$ cat config.mk
export PLATFORM = sky130hd
export DESIGN_NAME = shadow_reload_bank
export DESIGN_NICKNAME = d
export VERILOG_FILES = /design/src/rtl/shadow_bank_pkg.sv /design/src/rtl/shadow_bank_decode.sv /design/src/rtl/shadow_bank_commit.sv /design/src/rtl/shadow_bank_unit.sv /design/src/rtl/shadow_reload_bank.sv
export SDC_FILE = /design/constraint.sdc
export NUM_CORES = 2
export LEC_CHECK = 0
export ABC_AREA = 1
export BUFFER_PORTS_ARGS = -buffer_cell sky130_fd_sc_hd__buf_2
export CORE_ASPECT_RATIO = 0.7
export CORE_UTILIZATION = 32
export CTS_BUF_LIST = sky130_fd_sc_hd__clkbuf_8
export DETAILED_ROUTE_END_ITERATION = 10
export PLACE_DENSITY = 0.47
export REMOVE_ABC_BUFFERS = 1
export SLEW_MARGIN = 20
export SYNTH_ARGS = -nofsm -noshare
export SYNTH_HDL_FRONTEND = slang
export SYNTH_SLANG_ARGS = --single-unit
export TNS_END_PERCENT = 20
$ cat constraint.sdc
create_clock -name clk -period 70 [get_ports clk]
set_input_delay 3.5 -clock clk [delete_from_list [all_inputs] [get_ports clk]]
set_output_delay 3.5 -clock clk [all_outputs]
set_load 0.03 [all_outputs]
$ cat src/rtl/shadow_bank_pkg.sv
package shadow_bank_pkg;
  localparam int BUS_W  = 32;
  localparam int WORD_W = 32;

  typedef enum logic [1:0] {
    REG_PEND = 2'd0,
    REG_ACT  = 2'd1,
    REG_CTRL = 2'd2,
    REG_NONE = 2'd3
  } region_e;
endpackage

$ cat src/rtl/shadow_bank_decode.sv
module shadow_bank_decode
  import shadow_bank_pkg::*;
#(
  parameter int UNIT_AW = 6,
  parameter int ADDR_W  = UNIT_AW + 2
) (
  input  logic [ADDR_W-1:0]  addr,
  output region_e            region,
  output logic [UNIT_AW-1:0] idx
);
  always_comb begin
    region = region_e'(addr[ADDR_W-1 -: 2]);
    idx    = addr[UNIT_AW-1:0];
  end
endmodule

$ cat src/rtl/shadow_bank_commit.sv
module shadow_bank_commit (
  input  logic clk,
  input  logic rst_n,
  input  logic ctrl_wr,
  input  logic ctrl_bit,
  input  logic frame_end,
  output logic enabled,
  output logic armed,
  output logic xfer
);
  logic en_d, arm_d;

  assign xfer = frame_end & armed & enabled;

  always_comb begin
    en_d  = enabled;
    arm_d = armed;
    if (ctrl_wr) begin
      en_d  = ctrl_bit;
      arm_d = ctrl_bit;
    end else if (xfer) begin
      arm_d = 1'b0;
    end
  end

  always_ff @(posedge clk or negedge rst_n) begin
    if (!rst_n) begin
      enabled <= 1'b0;
      armed   <= 1'b0;
    end else begin
      enabled <= en_d;
      armed   <= arm_d;
    end
  end
endmodule

$ cat src/rtl/shadow_bank_unit.sv
module shadow_bank_unit #(
  parameter int CFG_W = 16
) (
  input  logic             clk,
  input  logic             rst_n,
  input  logic             wr_en,
  input  logic [CFG_W-1:0] wdata,
  input  logic             load,
  output logic [CFG_W-1:0] pend_q,
  output logic [CFG_W-1:0] act_q
);
  logic [CFG_W-1:0] pend_d, act_d;

  always_comb begin
    pend_d = wr_en ? wdata  : pend_q;
    act_d  = load  ? pend_q : act_q;
  end

  always_ff @(posedge clk or negedge rst_n) begin
    if (!rst_n) begin
      pend_q <= '0;
      act_q  <= '0;
    end else begin
      pend_q <= pend_d;
      act_q  <= act_d;
    end
  end
endmodule

$ cat src/rtl/shadow_reload_bank.sv
module shadow_reload_bank
  import shadow_bank_pkg::*;
#(
  parameter int NUM_UNITS = 64,
  parameter int CFG_W     = 16,
  parameter int ADDR_W    = $clog2(NUM_UNITS) + 2
) (
  input  logic                       clk,
  input  logic                       rst_n,
  input  logic                       frame_end,
  input  logic                       bus_wr,
  input  logic [ADDR_W-1:0]          bus_addr,
  input  logic [BUS_W-1:0]           bus_wdata,
  output logic [BUS_W-1:0]           bus_rdata,
  output logic [NUM_UNITS*CFG_W-1:0] active_cfg
);
  localparam int UNIT_AW   = ADDR_W - 2;
  localparam int DIS_WORDS = NUM_UNITS / WORD_W;
  localparam logic [UNIT_AW-1:0] CTRL_IDX = UNIT_AW'(DIS_WORDS);

  // reset: asynchronous assertion, synchronous release
  logic [1:0] rst_pipe;
  logic       rst_sync_n;
  always_ff @(posedge clk or negedge rst_n) begin
    if (!rst_n) rst_pipe <= 2'b00;
    else        rst_pipe <= {rst_pipe[0], 1'b1};
  end
  assign rst_sync_n = rst_pipe[1];

  region_e            region;
  logic [UNIT_AW-1:0] idx;

  shadow_bank_decode #(.UNIT_AW(UNIT_AW), .ADDR_W(ADDR_W)) dec_i (
    .addr   (bus_addr),
    .region (region),
    .idx    (idx)
  );

  logic pend_wr, ctrl_region_wr, ctrl_wr;
  assign pend_wr        = bus_wr & (region == REG_PEND);
  assign ctrl_region_wr = bus_wr & (region == REG_CTRL);
  assign ctrl_wr        = ctrl_region_wr & (idx == CTRL_IDX);

  logic enabled, armed, xfer;
  shadow_bank_commit commit_i (
    .clk       (clk),
    .rst_n     (rst_sync_n),
    .ctrl_wr   (ctrl_wr),
    .ctrl_bit  (bus_wdata[0]),
    .frame_end (frame_end),
    .enabled   (enabled),
    .armed     (armed),
    .xfer      (xfer)
  );

  // freeze array, one word register per WORD_W units, reset to all ones
  logic [NUM_UNITS-1:0] dis_bits;
  for (genvar w = 0; w < DIS_WORDS; w++) begin : g_dis
    logic              we;
    logic [WORD_W-1:0] dis_q, dis_d;
    assign we = ctrl_region_wr & (idx == UNIT_AW'(w));
    always_comb dis_d = we ? bus_wdata[WORD_W-1:0] : dis_q;
    always_ff @(posedge clk or negedge rst_sync_n) begin
      if (!rst_sync_n) dis_q <= '1;
      else             dis_q <= dis_d;
    end
    assign dis_bits[w*WORD_W +: WORD_W] = dis_q;
  end

  logic [CFG_W-1:0]           wr_cfg;
  logic [CFG_W-1:0]           pend_arr [NUM_UNITS];
  logic [CFG_W-1:0]           act_arr  [NUM_UNITS];
  logic [NUM_UNITS*CFG_W-1:0] pend_flat;
  assign wr_cfg = bus_wdata[CFG_W-1:0];

  for (genvar u = 0; u < NUM_UNITS; u++) begin : g_unit
    shadow_bank_unit #(.CFG_W(CFG_W)) unit_i (
      .clk    (clk),
      .rst_n  (rst_sync_n),
      .wr_en  (pend_wr & (idx == UNIT_AW'(u))),
      .wdata  (wr_cfg),
      .load   (xfer & ~dis_bits[u]),
      .pend_q (pend_arr[u]),
      .act_q  (act_arr[u])
    );
    assign active_cfg[u*CFG_W +: CFG_W] = act_arr[u];
    assign pend_flat[u*CFG_W +: CFG_W]  = pend_arr[u];
  end

  always_comb begin
    bus_rdata = '0;
    unique case (region)
      REG_PEND: bus_rdata = BUS_W'(pend_arr[idx]);
      REG_ACT:  bus_rdata = BUS_W'(act_arr[idx]);
      REG_CTRL: begin
        for (int w = 0; w < DIS_WORDS; w++)
          if (idx == UNIT_AW'(w)) bus_rdata = BUS_W'(dis_bits[w*WORD_W +: WORD_W]);
        if (idx == CTRL_IDX) bus_rdata = BUS_W'({armed, enabled});
      end
      default: bus_rdata = '0;
    endcase
  end
endmodule

# [Word level (Yosys, flattened, before mapping)]
# Cells that the tools add are included.
[totals] reg_bits=2116
[classes] n_lt_le_gt_ge=1 reduce_logical=3 n_bitwise=200 eq_ne=65 muxes=12
[ops] op="$bmux 16 s6" n=2
[ops] op="$eq 6x6->1 const B" n=32
[ops] op="$and 1x1->1" n=135
[ops] op="$eq 6x5->1 const B" n=16
[ops] op="$mux 32" n=3
[ops] op="$pmux 32 s3" n=1
[ops] op="$mux 16" n=4
[ops] op="$not 1->1" n=64
[ops] op="$eq 6x4->1 const B" n=8
[ops] op="$eq 6x3->1 const B" n=4
[ops] op="$eq 6x2->1 const B" n=2
[ops] op="$ge 7x7->1 const B" n=1
[ops] op="$not 6->7" n=1
[ops] op="$eq 6x1->1 const B" n=1
[ops] op="$logic_not 6->1" n=1
[ops] op="$eq 2x1->1 const B" n=1
[ops] op="$eq 2x2->1 const B" n=1
[ops] op="$logic_not 2->1" n=1
[ops] op="$mux 1" n=2
[ops] op="$reduce_bool 2->1" n=1

# [Longest topological paths before layout]
[logic_depth] depth_word=5 mapped_depth=17

# [By module]
# Synthesis repeated with hierarchy kept, for this count alone.
[unflattened] cells_unflattened=15064 hier_area_um2=106075.5
[by_module_without_submodules] module="shadow_bank_unit" area_each_um2=1246.2 instances=64 cells_per_inst=136 seq_area_each_um2=800.8
[by_module_without_submodules] module="shadow_reload_bank" area_each_um2=26170.1 instances=1 cells_per_inst=6341 seq_area_each_um2=1731.7
[by_module_without_submodules] module="shadow_bank_commit" area_each_um2=88.8 instances=1 cells_per_inst=11 seq_area_each_um2=50.0
[by_module_without_submodules] module="shadow_bank_decode" area_each_um2=60.1 instances=1 cells_per_inst=8 seq_area_each_um2=0.0

# [Worst setup path before layout]
# No wires, ideal clock.
[synth_path] path_kind="input -> output" start="input port bus_addr[0]" end="output port bus_rdata[16]" arrival_time_ps=5122 cell_stages=9 setup_slack_ps=61378 required_ps=66500 path_cell_list="buf_4 buf_6 inv_6 nand2_4 nor2_4 nand2_1 inv_2 a21oi_1 a211oi_1"
[synth_between] elab_chain_len=5 word_cells_on_any_way=7 classes_between="eq/ne (2); mux (4); reduce/logical (1)"
[synth_rtl] element="from (decl)" line_no="shadow_reload_bank.sv:12" rtl="input logic [ADDR_W-1:0] bus_addr,"
[synth_rtl] element="$logic_not 6->1" line_no="shadow_reload_bank.sv:97" rtl="if (idx == UNIT_AW'(w)) bus_rdata = BUS_W'(dis_bits[w*WORD_W +: WORD_W]);"
[synth_rtl] element="$mux 32 (2 in a row)" line_no="shadow_reload_bank.sv:97"
[synth_rtl] element="$mux 32 *" line_no="shadow_reload_bank.sv:98" rtl="if (idx == CTRL_IDX) bus_rdata = BUS_W'({armed, enabled});"
[synth_rtl] element="$pmux 32 s3 *" line_no="shadow_reload_bank.sv:92" rtl="unique case (region)"
[synth_rtl] element="to (decl)" line_no="shadow_reload_bank.sv:14" rtl="output logic [BUS_W-1:0] bus_rdata,"
# Mark *: on every way between the ends. The rest lies on a longest branch, timed or not.

# [Worst setup path after layout]
[layout_path] start="input port bus_addr[0]" end="output port bus_rdata[10]"
[layout_between] elab_chain_len=5 word_cells_on_any_way=14 classes_between="eq/ne (2); mux (10); bitwise (1); reduce/logical (1)"
[layout_rtl] element="$not 6->7 (not written as such) or $logic_not 6->1 (tied branches)" line_no="shadow_reload_bank.sv:93, shadow_reload_bank.sv:94, shadow_reload_bank.sv:97"
[layout_rtl] element="$bmux 16 s6, or another cell as far along" line_no="shadow_reload_bank.sv:94" rtl="REG_ACT: bus_rdata = BUS_W'(act_arr[idx]);"
[layout_rtl] element="$mux 16 (not written as such), or another cell as far along (2 in a row)" line_no="shadow_reload_bank.sv:94"
[layout_rtl] element="$pmux 32 s3 *" line_no="shadow_reload_bank.sv:92"
# Mark *: on every way between the ends. The rest lies on a longest branch, timed or not. The select of a mux whose other input is x is not followed.

==> metrics.md <==
| Metric | Value |
|---|---|
| Outcome | `finished clean` |
| Sequential share of the synthesized area | `52.85%` |
| Final TNS setup | `0 ns` |
| Pint | `0.001980 W` |
| CP Class | `primary input to output port` |
| Ports | `1,100` |
| Max_cap viols | `0` |
| Floorplan row count | `171` |
| CP Launch Type | `primary input` |
| Warnings, synthesis | `0` |
| Share of cells above drive strength 1 | `18.67%` |
| Quantity of gates resized following cts | `0` |
| Num CTS Buffers | `373` |
| Gpl congestion | `0.9104` |
| Largest cells by area after synthesis | `dfrtp_1 51%, nand2_1 22%, o21ai_0 8.1%` |
| Worst r2r path cells | `6` |
| Pleak | `60.74 nW` |
| Avg Inst Size Synth | `7.936 um^2` |
| Fraction of registers with async set/reset | `100.0%` |
| Net count of the finished layout | `13,522` |
| GRT overflow | `0` |
| Core box area | `311,100 um^2` |
| WHS Endpoint | `rst_pipe[1]` |
| CTS tree | `done` |
| WL final | `500,500 um` |
| Post-DRT Antenna Nets | `0` |
| Setup violations, final | `0` |
| Worst endpoint data arrival time | `9.08 ns` |
| Fin. max-slew vios | `0` |
| FMAX | `79.51 MHz` |
| Largest family of logic cells by synthesized area | `simple AND/OR/NAND/NOR gates` |
| CP required | `66.50 ns` |
| Wirelength per Cell | `27.89 um` |
| Starting DRC count in detailed routing | `9,847` |
| Synth Area in Simple Gates | `25.16%` |
| Yosys cell types | `30` |
| Cell depth of the worst hold path | `0` |
| Worst slew pin tran | `1.122 ns` |
| Die Height | `470.5 um` |
| Fin crit period | `12.58 ns` |
| CP max FO | `127` |
| GRT Overall Usage | `30.87%` |
| Fill cells | `33,124` |
| Tcrit/Tclk final | `17.97%` |
| Number of synthesized flops with an enable pin | `0` |
| Hold-fix buffers, CTS | `0` |
| Clock-pin slew on the worst setup and hold paths | `0.07 ns` |
| # Post-CTS Setup Buffers | `0` |
| Non-filler cells, final | `17,945` |
| Sequential cell area | `53,030 um^2` |
| Dpl cell area | `109,100 um^2` |
| Initial antenna violation count | `41` |
| Remaining DRCs | `0` |
| Vias | `91,151` |
| Htree depth | `5` |
| Post-synthesis mux area share | `6.464%` |
| Worst reg2reg endpoint | `g_unit[54].unit_i.pend_q[6]` |
| Mapped cell area | `100,300 um^2` |
| XOR/XNOR share of the synthesized area | `0%` |
| Sw Share | `29.78%` |
| Comb power frac | `10.0%` |
| Clock tree buffer depth | `4` |
| Adder-Cell Fraction of Synth Area | `0%` |
| Sequential Power Share | `46.9%` |
| Slew Limit Headroom | `25.00%` |
| Sw Pwr | `0.0008395 W` |
| Post-synth top flop | `dfrtp_1` |
| Compound-Gate Fraction of Synth Area | `9.528%` |
| Post-DP HPWL | `344,900 um` |
| Worst VDD drop | `0.01412 mV` |
| Power Density | `24.14 nW/um^2` |
| Worst Hold Class | `flip-flop to flip-flop` |
| RSZ-0062 raised after global routing | `no` |
| Total clock sinks | `2,116` |
| Placed Cells | `17,255` |
| Routed vias/inst | `5.079` |
| Final Hold Viols | `0` |
| Root buffer cell | `clkbuf_8` |
| Finished Cell Area | `116,800 um^2` |
| Clock Latency Late Sink | `1.05 ns` |
| R2R setup slack | `64.23 ns` |
| Vias in the first global route | `84,501` |
| Clock Skew | `0.06838 ns` |
| Post-layout util | `37.55%` |
| Pin count of the biggest net entering global routing | `186` |
| Die area | `315,800 um^2` |
| First-pass GRT wire length | `693,700 um` |
| Area of the multi-input gates | `41,400 um^2` |
| Initial Util | `32.25%` |
| Clock share of power | `43.1%` |
| Port Buf Inserts | `1,099` |
| CP startpoint | `bus_addr[0]` |
| Worst reg2reg path startpoint | `rst_pipe[1]` |
| Number of synthesized register bits | `2,116` |
| Detailed Routing Iterations Pass 1 | `8` |
| Die width | `671.3 um` |
| Largest area contributor in the netlist | `dfrtp_1` |
| Hold_sp | `rst_pipe[0]` |
| Area growth from synthesis to layout | `16.41%` |
| CP endpoint kind | `output port` |
| Gate Count Post-Synth | `12,644` |
| Post-synth top area share | `51.18%` |
stage by stage:
| step | total power, W | hold slack (ns) | worst slack [ns] |
|---|---|---|---|
| after global routing | 0.002919 | 0.3626 | 57.32 |
| after CTS | 0.002842 | 0.3556 | 57.57 |
| final | 0.002819 | 0.3519 | 57.42 |
| after global placement | 0.001624 | 0.3325 | 57.55 |
| after detailed placement | 0.001625 | 0.3402 | 57.57 |
| after floorplan | 0.001477 | 0.3312 | 6.759 |
cell usage in the layout, fill, tap and decap left out, types with 2 or more instances in the layout:
cell type,instances
nand2_1,5854
clkinv_8,2
dfstp_2,64
dfrtp_1,2051
buf_4,208
nor2_1,549
o21ai_0,1617
bufinv_16,9
nand4_1,32
inv_6,7
o21ai_1,228
inv_2,6
nand3_1,144
inv_1,666
mux2_2,576
clkinvlp_4,4
diode_2,30
buf_8,2
nor2_4,6
inv_8,5
inv_4,15
buf_2,1097
buf_12,10
nor2_2,17
a21oi_1,17
nand2_4,2
clkinv_2,28
clkbuf_8,477
o211ai_1,4
o22ai_1,12
a22oi_1,15
nand2_2,30
critical path, stage by stage:
cell     delay [ns]
buf_8          0.35
buf_12         0.55
buf_4          0.66
buf_4          0.75
buf_4          0.71
o21ai_0        0.23
nand2_1        0.09
nand2_1        0.06
nand2_1        0.07
nand2_1        0.10
nor2_1         0.61
nor2_1         0.14
nor2_1         0.18
nand2_1        0.07
nand2_1        0.08
nand3_1        0.24
buf_2          0.28
how the worst max path moves through the flow:
stage | to | slack [ns] | depth (start not counted)
after CTS | bus_rdata[10] | 57.57 | 17
after detailed placement | bus_rdata[10] | 57.57 | 17
after floorplan | commit_i.armed | 6.76 | 0
after global routing | bus_rdata[10] | 57.32 | 17
after global placement | bus_rdata[10] | 57.55 | 17
final | bus_rdata[10] | 57.42 | 17
cells by family after synthesis:
group / after synthesis
DFF: 2116
buffers and inverters: 1420
and+or+nand+nor: 6635
other: 1
AOI/OAI and AO/OA: 1896
muxes: 576
power by group through the flow:
| stage | logic (W) | clock network [W] | registers (W) |
|---|---|---|---|
| 3_5_place_dp | 0.000282 | 0 | 0.00134 |
| 4_1_cts | 0.000283 | 0.00124 | 0.00132 |
| 3_3_place_gp | 0.000281 | 0 | 0.00134 |
| 5_1_grt | 0.000305 | 0.00129 | 0.00133 |
| 6_report | 0.000281 | 0.00122 | 0.00132 |
| 2_1_floorplan | 0.0000981 | 0 | 0.00138 |
flip-flops by register name, summed over array words and instances, names as in the netlist:
register              count
commit_i.armed            1
commit_i.enabled          1
g_unit.unit_i.act_q    1024
g_unit.unit_i.pend_q   1024
rst_pipe                  2
g_dis.dis_q              64
Yosys cell counts, types with 16 or more instances:
cell and instances:
buf_6 41, a21oi_1 17, clkbuf_1 533, nor2_1 554, nand4_1 32, dfstp_2 64
buf_2 200, buf_1 52, dfrtp_1 2052, inv_1 554, buf_4 32, nand2_1 5881
nor2_2 16, nand3_1 144, o21ai_0 1617, o21ai_1 228, mux2_2 576
final cells by class:
class                   instances  share of cell area, %
clock buffers                 477                  5.620
repair buffers               1317                  6.234
multi-input cells            9108                  35.44
flip-flops and latches       2116                  45.40
well taps                    4152                  4.447
diodes                         30                0.06427
inverters                     562                  1.877
clock inverters               183                 0.9158
per-layer routing:
layer,part of all wire (%),vias up,GRT usage (%)
met1,46,44956,45.02
met2,42,3904,44.61
met4,4.8,6,13.01
li1,-,41579,-
met5,0.0078,-,0
met3,7.5,706,5.683
Power figures use the tool's default switching activity.
